<file path="src/rtl/cdb_pkg.sv">
package cdb_pkg;
  localparam int FIELD_W   = 6;
  localparam int NUM_DIV   = 3;
  localparam int IDX_W     = 2;
  localparam int LOW_LSB   = 0;
  localparam int HIGH_LSB  = FIELD_W;
  localparam int EDGE_BIT  = 2 * FIELD_W;
  localparam int BYP_BIT   = EDGE_BIT + 1;
  localparam int HOLD_BIT  = EDGE_BIT + 2;
  localparam int WORD_W    = HOLD_BIT + 1;
  localparam int RATIO_W   = FIELD_W + 1;

  localparam logic [IDX_W-1:0] IDX_REF  = 2'd0;
  localparam logic [IDX_W-1:0] IDX_FB   = 2'd1;
  localparam logic [IDX_W-1:0] IDX_POST = 2'd2;
  localparam logic [IDX_W-1:0] IDX_STAT = 2'd3;

  typedef logic [WORD_W-1:0] divword_t;
  typedef logic [RATIO_W-1:0] ratio_t;

  localparam divword_t RESET_WORD = divword_t'(1) << BYP_BIT;

  function automatic logic [FIELD_W-1:0] low_cnt(input divword_t w);
    return w[LOW_LSB +: FIELD_W];
  endfunction

  function automatic logic [FIELD_W-1:0] high_cnt(input divword_t w);
    return w[HIGH_LSB +: FIELD_W];
  endfunction

  function automatic logic bypassed(input divword_t w);
    return w[BYP_BIT];
  endfunction

  function automatic logic holds(input divword_t w);
    return w[HOLD_BIT];
  endfunction

  // Effective division: sum of both counts, or one in bypass
  function automatic ratio_t eff_ratio(input divword_t w);
    ratio_t r;
    if (bypassed(w)) r = ratio_t'(1);
    else r = ratio_t'(high_cnt(w)) + ratio_t'(low_cnt(w));
    return r;
  endfunction

  function automatic logic is_illegal(input divword_t w);
    return !bypassed(w) && (eff_ratio(w) == '0);
  endfunction
endpackage

</file>
<file path="src/rtl/cdb_shadow_bank.sv">
module cdb_shadow_bank
  import cdb_pkg::*;
(
  input  logic                           clk,
  input  logic                           rst_n,
  input  logic                           wr_en,
  input  logic [IDX_W-1:0]               wr_idx,
  input  divword_t                       wr_word,
  output logic [NUM_DIV-1:0][WORD_W-1:0] shadow_o,
  output logic [NUM_DIV-1:0][WORD_W-1:0] active_o,
  output logic [NUM_DIV-1:0][WORD_W-1:0] commit_word_o,
  output logic                           commit_o
);
  logic wr_hit;
  logic commit;
  logic [NUM_DIV-1:0][WORD_W-1:0] shadow_q;
  logic [NUM_DIV-1:0][WORD_W-1:0] shadow_nxt;
  logic [NUM_DIV-1:0][WORD_W-1:0] active_q;

  assign wr_hit = wr_en && (wr_idx < IDX_W'(NUM_DIV));
  assign commit = wr_hit && !holds(wr_word);

  for (genvar i = 0; i < NUM_DIV; i++) begin : g_div
    logic sel;
    assign sel = wr_hit && (wr_idx == IDX_W'(i));
    assign shadow_nxt[i] = sel ? wr_word : shadow_q[i];

    always_ff @(posedge clk) begin
      if (!rst_n) begin
        shadow_q[i] <= RESET_WORD;
        active_q[i] <= RESET_WORD;
      end else begin
        shadow_q[i] <= shadow_nxt[i];
        if (commit) active_q[i] <= shadow_nxt[i];
      end
    end
  end

  assign shadow_o      = shadow_q;
  assign active_o      = active_q;
  assign commit_word_o = shadow_nxt;
  assign commit_o      = commit;


  active_hold_chk: assert property (@(posedge clk) disable iff (!rst_n)
    !commit |=> $stable(active_q));


  idle_shadow_chk: assert property (@(posedge clk) disable iff (!rst_n)
    !wr_hit |=> $stable(shadow_q));


  commit_match_chk: assert property (@(posedge clk) disable iff (!rst_n)
    commit |=> (active_q == shadow_q));
endmodule

</file>
<file path="src/rtl/cdb_relock_timer.sv">
module cdb_relock_timer #(
  parameter int RELOCK_CYCLES = 25000,
  localparam int CNT_W = $clog2(RELOCK_CYCLES + 1)
) (
  input  logic clk,
  input  logic rst_n,
  input  logic start,
  output logic lock_o
);
  logic [CNT_W-1:0] cnt_q;
  logic             lock_q;
  logic             expire;

  assign expire = (cnt_q == CNT_W'(1));

  always_ff @(posedge clk) begin
    if (!rst_n) begin
      cnt_q  <= '0;
      lock_q <= 1'b1;
    end else if (start) begin
      cnt_q  <= CNT_W'(RELOCK_CYCLES);
      lock_q <= 1'b0;
    end else if (cnt_q != '0) begin
      cnt_q <= cnt_q - CNT_W'(1);
      if (expire) lock_q <= 1'b1;
    end
  end

  assign lock_o = lock_q;


  drop_on_commit_chk: assert property (@(posedge clk) disable iff (!rst_n)
    start |=> !lock_q);


  stay_locked_chk: assert property (@(posedge clk) disable iff (!rst_n)
    (lock_q && !start) |=> lock_q);


  cnt_range_chk: assert property (@(posedge clk) disable iff (!rst_n)
    cnt_q <= CNT_W'(RELOCK_CYCLES));


  rise_no_commit_chk: assert property (@(posedge clk) disable iff (!rst_n)
    $rose(lock_q) |-> !$past(start));
endmodule

</file>
<file path="src/rtl/cdb_err_eval.sv">
module cdb_err_eval
  import cdb_pkg::*;
(
  input  logic                           clk,
  input  logic                           rst_n,
  input  logic                           commit,
  input  logic [NUM_DIV-1:0][WORD_W-1:0] commit_word,
  output logic                           err_o
);
  logic [NUM_DIV-1:0] bad_vec;
  logic               err_q;

  for (genvar i = 0; i < NUM_DIV; i++) begin : g_chk
    assign bad_vec[i] = is_illegal(commit_word[i]);
  end

  always_ff @(posedge clk) begin
    if (!rst_n) err_q <= 1'b0;
    else if (commit) err_q <= |bad_vec;
  end

  assign err_o = err_q;


  err_sticky_chk: assert property (@(posedge clk) disable iff (!rst_n)
    !commit |=> $stable(err_q));
endmodule

</file>
<file path="src/rtl/cdb_clkdiv_bank.sv">
module cdb_clkdiv_bank
  import cdb_pkg::*;
#(
  parameter int RELOCK_CYCLES = 25000,
  parameter int DATA_W = 32
) (
  input  logic              clk,
  input  logic              rst_n,
  input  logic              bus_wr,
  input  logic [IDX_W-1:0]  bus_addr,
  input  logic [DATA_W-1:0] bus_wdata,
  output logic [DATA_W-1:0] bus_rdata,
  output logic [RATIO_W-1:0] ratio_ref,
  output logic [RATIO_W-1:0] ratio_fb,
  output logic [RATIO_W-1:0] ratio_post,
  output logic              pll_locked,
  output logic              cfg_error
);
  logic [NUM_DIV-1:0][WORD_W-1:0] shadow;
  logic [NUM_DIV-1:0][WORD_W-1:0] active;
  logic [NUM_DIV-1:0][WORD_W-1:0] commit_word;
  logic commit_evt;
  logic lock_w;
  logic err_w;
  logic unused_wdata_hi;

  assign unused_wdata_hi = ^bus_wdata[DATA_W-1:WORD_W];

  cdb_shadow_bank u_bank (
    .clk           (clk),
    .rst_n         (rst_n),
    .wr_en         (bus_wr),
    .wr_idx        (bus_addr),
    .wr_word       (bus_wdata[WORD_W-1:0]),
    .shadow_o      (shadow),
    .active_o      (active),
    .commit_word_o (commit_word),
    .commit_o      (commit_evt)
  );

  cdb_relock_timer #(.RELOCK_CYCLES(RELOCK_CYCLES)) u_timer (
    .clk    (clk),
    .rst_n  (rst_n),
    .start  (commit_evt),
    .lock_o (lock_w)
  );

  cdb_err_eval u_err (
    .clk         (clk),
    .rst_n       (rst_n),
    .commit      (commit_evt),
    .commit_word (commit_word),
    .err_o       (err_w)
  );

  always_comb begin
    bus_rdata = '0;
    case (bus_addr)
      IDX_REF:  bus_rdata[WORD_W-1:0] = shadow[0];
      IDX_FB:   bus_rdata[WORD_W-1:0] = shadow[1];
      IDX_POST: bus_rdata[WORD_W-1:0] = shadow[2];
      default:  bus_rdata[1:0] = {err_w, lock_w};
    endcase
  end

  assign ratio_ref  = eff_ratio(active[0]);
  assign ratio_fb   = eff_ratio(active[1]);
  assign ratio_post = eff_ratio(active[2]);
  assign pll_locked = lock_w;
  assign cfg_error  = err_w;


  err_vs_active_chk: assert property (@(posedge clk) disable iff (!rst_n)
    commit_evt |=> (cfg_error == (is_illegal(active[0]) || is_illegal(active[1])
                                  || is_illegal(active[2]))));


  ratio_bypass_chk: assert property (@(posedge clk) disable iff (!rst_n)
    bypassed(active[2]) |-> (ratio_post == RATIO_W'(1)));
endmodule

</file>
<file path="config.mk">
export PLATFORM = sky130hd
export DESIGN_NAME = cdb_clkdiv_bank
export DESIGN_NICKNAME = d
export VERILOG_FILES = /design/src/rtl/cdb_pkg.sv /design/src/rtl/cdb_shadow_bank.sv /design/src/rtl/cdb_relock_timer.sv /design/src/rtl/cdb_err_eval.sv /design/src/rtl/cdb_clkdiv_bank.sv
export SDC_FILE = /design/constraint.sdc
export NUM_CORES = 1
export LEC_CHECK = 0
export ABC_CLOCK_PERIOD_IN_PS = 4100
export CAP_MARGIN = 20
export CORE_MARGIN = 1.5
export CORE_UTILIZATION = 35
export CTS_CLUSTER_DIAMETER = 100
export DETAILED_ROUTE_END_ITERATION = 16
export DONT_BUFFER_PORTS = 1
export GPL_ROUTABILITY_DRIVEN = 1
export SETUP_SLACK_MARGIN = 0.15
export SLEW_MARGIN = 10
export SYNTH_ARGS = -nofsm -noshare
export SYNTH_HDL_FRONTEND = slang
export SYNTH_SLANG_ARGS = --single-unit
export TNS_END_PERCENT = 20
</file>
<file path="constraint.sdc">
create_clock -name clk -period 4.1 [get_ports clk]
set_input_delay 0.82 -clock clk [delete_from_list [all_inputs] [get_ports clk]]
set_output_delay 0.82 -clock clk [all_outputs]
set_load 0.05 [all_outputs]
</file>
# --- Word level (Yosys, flattened, before mapping) ---
# Cells that the tools add are included.
totals:
  output_inout_bits: 55
  elab_cells: 60
  reg_bits: 104
  inputBits: 37
op_classes:
  n_eq_ne: 3
  n_addsub: 7
  reduce_logical: 22
  order_cmp: 1
  n_bitwise: 1
  n_mux: 16
op_table:
  columns: ["op", "n"]
  rows:
  - ["$mux W15", 5]
  - ["$add A6 B6 Y7", 6]
  - ["$mux W7", 6]
  - ["$pmux W13 S3", 1]
  - ["$logic_not A7 Y1", 3]
  - ["$eq A15 B1 Y1 const B", 1]
  - ["$reduce_bool A15 Y1", 1]
  - ["$sub A15 B1 Y15 const B", 1]
  - ["$logic_and A1 B1 Y1", 8]
  - ["$pmux W2 S3", 1]
  - ["$logic_not A1 Y1", 4]
  - ["$reduce_bool A2 Y1", 2]
  - ["$mux W1", 3]
  - ["$reduce_or A3 Y1", 1]
  - ["$eq A2 B1 Y1 const B", 1]
  - ["$eq A2 B2 Y1 const B", 1]
  - ["$logic_not A2 Y1", 1]
  - ["$lt A2 B2 Y1 const B", 1]
  - ["$reduce_and A2 Y1", 1]
  - ["$reduce_or A2 Y1", 1]
  - ["$not A1 Y1", 1]

# --- Longest topological paths before layout ---
# Gate-level depths: netlist of run 1.
depth:
  word_depth: 9
  ltp_mapped: 13
  mapped_depth_nobuf: 10

# --- Modules after synthesis ---
# A second synthesis of run 1 with hierarchy kept.
hier_totals:
  hier_cells: 671
  hier_area_um2: 5908.2
modules_own_cells:
  columns: ["mod", "area_per_inst_um2", "seq_area_each_um2", "n_inst", "cells_per_inst"]
  rows:
  - ["cdb_shadow_bank", 3265.6, 1801.7, 1, 347]
  - ["cdb_clkdiv_bank", 1343.8, 0.0, 1, 181]
  - ["cdb_relock_timer", 798.3, 320.3, 1, 89]
  - ["cdb_err_eval", 500.5, 20.0, 1, 54]

# --- Least setup slack after synthesis of run 1 ---
# No wires, ideal clock.
synth_path:
  kind: "input to output"
  startpoint: "input port bus_addr[1]"
  endpoint: "output port bus_rdata[10]"
  setup_slack_ns: 0.793
  required_time_ns: 3.280
  stages: 4
  arrival_time_ns: 2.487
  path_buffers: 2
  path_cell_list: "buf_2 -> buf_2 -> mux2i_1 -> o21ai_0"
synth_via:
  elab_chain_len: 2
  word_cells_on_any_way: 4
  cone_classes: "eq/ne (2); mux (1); reduce/logical (1)"
synth_lines:
  columns: ["element", "line_no", "rtl"]
  rows:
  - ["start, declared", "cdb_clkdiv_bank.sv:10", "input logic [IDX_W-1:0] bus_addr,"]
  - ["$eq A2 B2 Y1, or another cell as far along", "cdb_clkdiv_bank.sv:58", "case (bus_addr)"]
  - ["$pmux W13 S3 *", "cdb_clkdiv_bank.sv:58", null]
  - ["end, declared", "cdb_clkdiv_bank.sv:12", "output logic [DATA_W-1:0] bus_rdata,"]
# Every way passes the cells marked *; elsewhere a longest branch is shown, timed or not.

==> impl_metrics.yaml, run 1 <==
status:
  outcome: "complete, no violations"
sta:
  relative_slew_margins_pct: 23.5
  final-hold-violation-count: 0
  setup_tns_ns: 0
  slew_violations: 0
  crit_path_time_final_ns: 3.15
  report.final.setup_viol: 0
  fmax_mhz: 318
  worst-slew-pin-transition_ns: 1.14
  fin_worst_skew_ns: 0.00502
  post-route-worst-setup-slack_ns: 0.951
  finalCritPeriodShare_pct: 76.8
  rsz_0062_raised_after_global_routing: "no"
logic_synthesis:
  synth_edf_count: 0
  synth_flop_cell: "dfxtp_1"
  yosysTopAreaCell: "dfxtp_1"
  synth.yosys.warnings: 0
  seq_area_frac_synth_pct: 35.7
  netlist-cell-type-count: 54
  synth.ff_latch_count: 101
  synth.area.top_cells: "dfxtp_1 (36%), mux2i_1 (9.9%), ha_1 (8.4%)"
  post_synth_inst_count: 615
  yosys.area.top_type_share_pct: 35.7
  syn-cell-area_um2: 5660
  async_flop_share_pct: 0
  synth.avg_cell_area_um2: 9.21
critical_path:
  worst_ep_arrival_time_ns: 3.42
  reg2regPathDepth: 8
  worstReg2RegStart: "u_bank.shadow_o[20]$_SDFF_PN0_"
  crit_path_capture_type: "register"
  worst_setup_path_startpoint: "bus_addr[1]"
  crit_fanout: 20
  cp-start-kind: "input port"
  worst-r2r-setup-slack_ns: 1.77
  r2r-end: "u_err.err_o$_SDFFE_PN0P_"
  worst_ep_required_time_ns: 4.37
  setup.worst_path.class: "in2reg"
clocking:
  number_of_buffers_created_by_cts: 9
  clock_tree_from_tritoncts: "yes"
  htree_num_levels: 3
  cts_buffer_depth: 2
  post_cts_resize_count: 0
  cts_setup_buffers: 0
  clock-sinks: 101
  post_cts_hold_buffer_count: 0
  clockRootBuffer: "clkbuf_16"
  cts.reportedPaths.clkPinSlew_ns: 0.06
  worstSkewPairLatency_ns: 0.35
floorplanning:
  boundary_pin_count: 92
  die-area_um2: 16900
  core_um2: 15800
  starting_utilization_of_the_core_area_pct: 35.8
  fp-row-count: 46
  horizontal_extent_of_the_die_um: 130
  die_h_um: 130
layout:
  post_layout_nonfiller_instances: 826
  final_cell_mix: "dfxtp_1 (101), nand2_1 (70), mux2i_1 (56), nor2b_1 (50), inv_1 (46)"
  area_delta_synth_final_pct: 8.44
  most_common_library_cell_in_the_layout_ignoring_fill_and_taps: "dfxtp_1"
  antenna_cells_inserted: 0
  proportion_of_layout_cells_with_a_drive_suffix_above_1_pct: 7.05
  layout.nets: 686
  fillers: 1565
  postLayoutCoreUtil_pct: 38.8
route:
  drt_wl_total_mm: 13.0
  detail_route.first_pass.iterations: 4
  drt_iter0_drc: 227
  wl_per_cell_um: 15.7
  route.antenna.remaining_nets: 0
  vias: 4119
  vias_per_cell: 4.99
  post-route-drc-count: 0
grt:
  grt_usage_pct: 16.0
  first_global_vias: 3978
  globalRoute.totalOverflow: 0
  antenna_found_initial: 0
  grt_max_degree: 94
  wire_length_of_the_first_global_routing_pass_mm: 20.8
power_and_ir_drop:
  p_leak_nw: 3.29
  max-vdd-ir-drop_mv: 0.237
  power.density_cell_area_nw_per_um2: 450
placed_design:
  place_congestion: 0.810
  placed_cells: 810
  placement.io_buffers: 0
  detailedPlacementHpwl_mm: 9.71
  pre_cts_ws_ns: 0.584
job:
  maxCapViolations: 0
min_path:
  min-delay-path-class: "reg2reg"
  hold_depth: 2
  hold_path_startpoint: "u_bank.shadow_o[29]$_SDFFE_PN0N_"
  holdPathEnd: "u_bank.shadow_o[29]$_SDFFE_PN0N_"
-- cell type report --
type                            count  area (µm²)  share of cell area (%)
Inverter                           46         173                    2.81
Clock buffer                       13         250                    4.08
Sequential cell                   101        2020                    32.9
Tap cell                          216         270                    4.40
Clock inverter                      3        43.8                   0.713
Multi-Input combinational cell    433        3260                    53.1
Timing Repair Buffer               14         118                    1.92
-- cell families after synthesis --
kind of cell               share of synthesized area, %
AOI/OAI and AO/OA                                  14.7
xor gates and xnor gates                           2.17
adders and majority gates                          10.5
buffers and inverters                              8.09
DFF                                                35.7
muxes                                              10.9
other                                            0.0662
and+or+nand+nor                                    17.8
-- where the power goes --
group | total, mW | internal (mW) | switching (mW)
combinational | 0.713 | 0.295 | 0.418
sequential | 1.19 | 1.08 | 0.110
clock | 0.860 | 0.492 | 0.368
total | 2.76 | 1.87 | 0.896
-- Yosys cell counts (all sizes together), types with 5 or more instances --
master and n:
nor2b 50, inv 46, fa 6, a21o 6, nor2 28, nand2 70
o211a 36, ha 38, nand3 6, xnor2 9, buf 32, a21oi 14
nor4 8, a211oi 5, xor2 5, mux2i 56, nor3 9, a21boi 7
o21ai 16, dfxtp 101, clkbuf 19
-- registers in the layout (all words and copies together), names as in the netlist, named ones only --
register and count:
u_bank.active_o 39, u_timer.lock_o 1, u_err.err_o 1, u_timer.cnt_q 15
u_bank.shadow_o 42
-- worst max-delay path, stage by stage --
cell and delay, ns:
nand3b_1 0.32, buf_4 0.31, mux2i_1 0.29, inv_1 0.08, ha_1 0.28, or4_1 0.49, a2111oi_0 0.39, and4b_1 0.26
a211oi_1 0.06, o22ai_1 0.13
-- worst max path at each step --
stage                                          end  cells past startpoint
after floorplan                      bus_rdata[10]                      4
final                     u_err.err_o$_SDFFE_PN0P_                     10
after CTS                 u_err.err_o$_SDFFE_PN0P_                     10
after detailed placement  u_err.err_o$_SDFFE_PN0P_                     10
after global routing      u_err.err_o$_SDFFE_PN0P_                     10
after global placement    u_err.err_o$_SDFFE_PN0P_                     10
-- metrics by stage --
stage	area [µm²]	power [mW]	hold slack, ns
final	6140	2.76	0.470
after global routing	6140	2.92	0.483
after CTS	6140	2.79	0.474
after detailed placement	5850	1.93	0.465
after global placement	5850	1.90	0.452
after floorplan	5720	1.83	0.444
-- layer usage --
layer  track usage, %  share of wire (%)  vias up
met5                0                  0        -
met4             3.79                1.5        0
met3             5.95                8.3       13
li1                 -                  -     2067
met2             25.8                 46      101
met1             20.5                 45     1938
No activity file was read; power rests on OpenSTA's default activity.
==> run 2, diff against run 1 <==
ABC_CLOCK_PERIOD_IN_PS = 2560   (was 4100)
clock period = 2.56 ns   (was 4.1 ns; I/O delays follow)
==> impl_metrics.yaml, run 2 (same netlist as run 1, synthesis figures left out) <==
sta:
  fin_worst_skew_ns: 0.00599
  report.final.setup_viol: 0
  fmax_mhz: 396
  final-hold-violation-count: 0
  rsz_0062_raised_after_global_routing: "yes"
  worst-slew-pin-transition_ns: 0.573
  slew_violations: 0
  crit_path_time_final_ns: 2.53
  setup_tns_ns: 0
  relative_slew_margins_pct: 61.5
  post-route-worst-setup-slack_ns: 0.0342
  final_layout_worst_hold_slack_ns: 0.250
  finalCritPeriodShare_pct: 98.7
layout:
  fillers: 1507
  final_cell_mix: "dfxtp_1 (89), nand2_1 (70), buf_4 (56), mux2i_1 (52), nor2b_1 (47)"
  proportion_of_layout_cells_with_a_drive_suffix_above_1_pct: 21.6
  most_common_library_cell_in_the_layout_ignoring_fill_and_taps: "dfxtp_1"
  postLayoutCoreUtil_pct: 44.3
  antenna_cells_inserted: 0
  post_layout_nonfiller_instances: 893
  layout.nets: 753
  post_route_standard_cell_area_excluding_fillers_um2: 7010
  largest_register_ff_count: 42
  area_delta_synth_final_pct: 23.8
clocking:
  clock-sinks: 101
  cts_buffer_depth: 2
  clock_tree_from_tritoncts: "yes"
  clockRootBuffer: "clkbuf_16"
  post_cts_hold_buffer_count: 0
  number_of_buffers_created_by_cts: 9
  cts.reportedPaths.clkPinSlew_ns: 0.07
  htree_num_levels: 3
  worstSkewPairLatency_ns: 0.34
floorplanning:
  fp-row-count: 46
  die_h_um: 130
  boundary_pin_count: 92
  core_um2: 15800
  horizontal_extent_of_the_die_um: 130
  starting_utilization_of_the_core_area_pct: 35.8
  die-area_um2: 16900
min_path:
  hold_path_startpoint: "rst_n"
  min-delay-path-class: "in2reg"
  hold_depth: 1
  holdPathEnd: "u_timer.lock_o$_SDFFE_PN1P_"
power_and_ir_drop:
  power.density_cell_area_nw_per_um2: 648
  max-vdd-ir-drop_mv: 0.504
  total_power_mw: 4.54
  p_leak_nw: 3.65
grt:
  grt_usage_pct: 17.1
  globalRouteMet2Util_pct: 29.5
  antenna_found_initial: 0
  globalRoute.totalOverflow: 0
  global_route.usage.met1_pct: 20.9
  first_global_vias: 4475
  wire_length_of_the_first_global_routing_pass_mm: 22.3
  grt_max_degree: 94
  busiest_layer: "met2"
  grt_use_met3_pct: 4.67
job:
  maxCapViolations: 0
route:
  drt_wl_total_mm: 14.0
  route.antenna.remaining_nets: 0
  vias: 4427
  drt_iter0_drc: 261
  wl_per_cell_um: 15.7
  detail_route.first_pass.iterations: 4
  post-route-drc-count: 0
  vias_per_cell: 4.96
critical_path:
  worst_ep_required_time_ns: 2.05
  worst-r2r-setup-slack_ns: 0.44
  r2r-end: "u_err.err_o$_SDFFE_PN0P_"
  crit_fanout: 2
  worst_ep_arrival_time_ns: 2.01
  reg2regPathDepth: 8
  worstReg2RegStart: "u_bank.shadow_o[20]$_SDFF_PN0_"
  setup.worst_path.class: "reg2out"
  cp-start-kind: "register"
  crit_path_capture_type: "output pin"
placed_design:
  place_area_um2: 6540
  pre_cts_ws_ns: -0.204
  placement.io_buffers: 0
  detailedPlacementHpwl_mm: 10.7
  place_congestion: 0.830
  placed_cells: 875
status:
  outcome: "complete, no violations"
run 2: timing repair:
| action | 4_1_cts | 5_1_grt |
|---|---|---|
| resized for setup | 43 | 3 |
| setup endpoints to repair | 9 | 11 |
| buffers inserted | 1 | 1 |
| pin swaps | 26 | 14 |
run 2: cell type report:
type | instances | area, µm² | area share [%]
multi-input combinational | 433 | 3390 | 48.4
sequential | 101 | 2040 | 29.2
timing repair buffer | 81 | 842 | 12.0
tap | 216 | 270 | 3.86
clock buffer | 10 | 229 | 3.27
inverter | 46 | 173 | 2.46
clock inverter | 6 | 61.3 | 0.875
run 2: worst max-delay path by stage:
stage	start	slack, ns	end
detailed placement	bus_addr[1]	-0.20	u_err.err_o$_SDFFE_PN0P_
finish	u_bank.active_o[15]$_SDFFE_PN0P_	0.03	ratio_fb[4]
CTS	u_bank.active_o[15]$_SDFFE_PN0P_	0.002	ratio_fb[6]
global placement	bus_addr[1]	-0.11	u_err.err_o$_SDFFE_PN0P_
floorplan	bus_addr[1]	-0.09	u_err.err_o$_SDFFE_PN0P_
global route	u_bank.active_o[15]$_SDFFE_PN0P_	-0.07	ratio_fb[6]
run 2: per-layer routing:
layer,vias to the layer above,routed length (µm)
met1,2103,6160
met2,105,6850
met4,0,226
li1,2204,-
met3,15,742
met5,-,0
run 2: where the power goes:
part	total [mW]	switching [mW]	internal, mW
logic	1.29	0.726	0.560
clock network	1.35	0.592	0.757
registers	1.90	0.173	1.73
run 2: critical path: stages (launching register included):
cell and delay (ns):
dfxtp_2 0.34, ha_4 0.16, fa_2 0.35, a21o_1 0.18
a21oi_2 0.16, buf_4 0.13, xnor2_1 0.05, nor2_1 0.13
buf_6 0.18
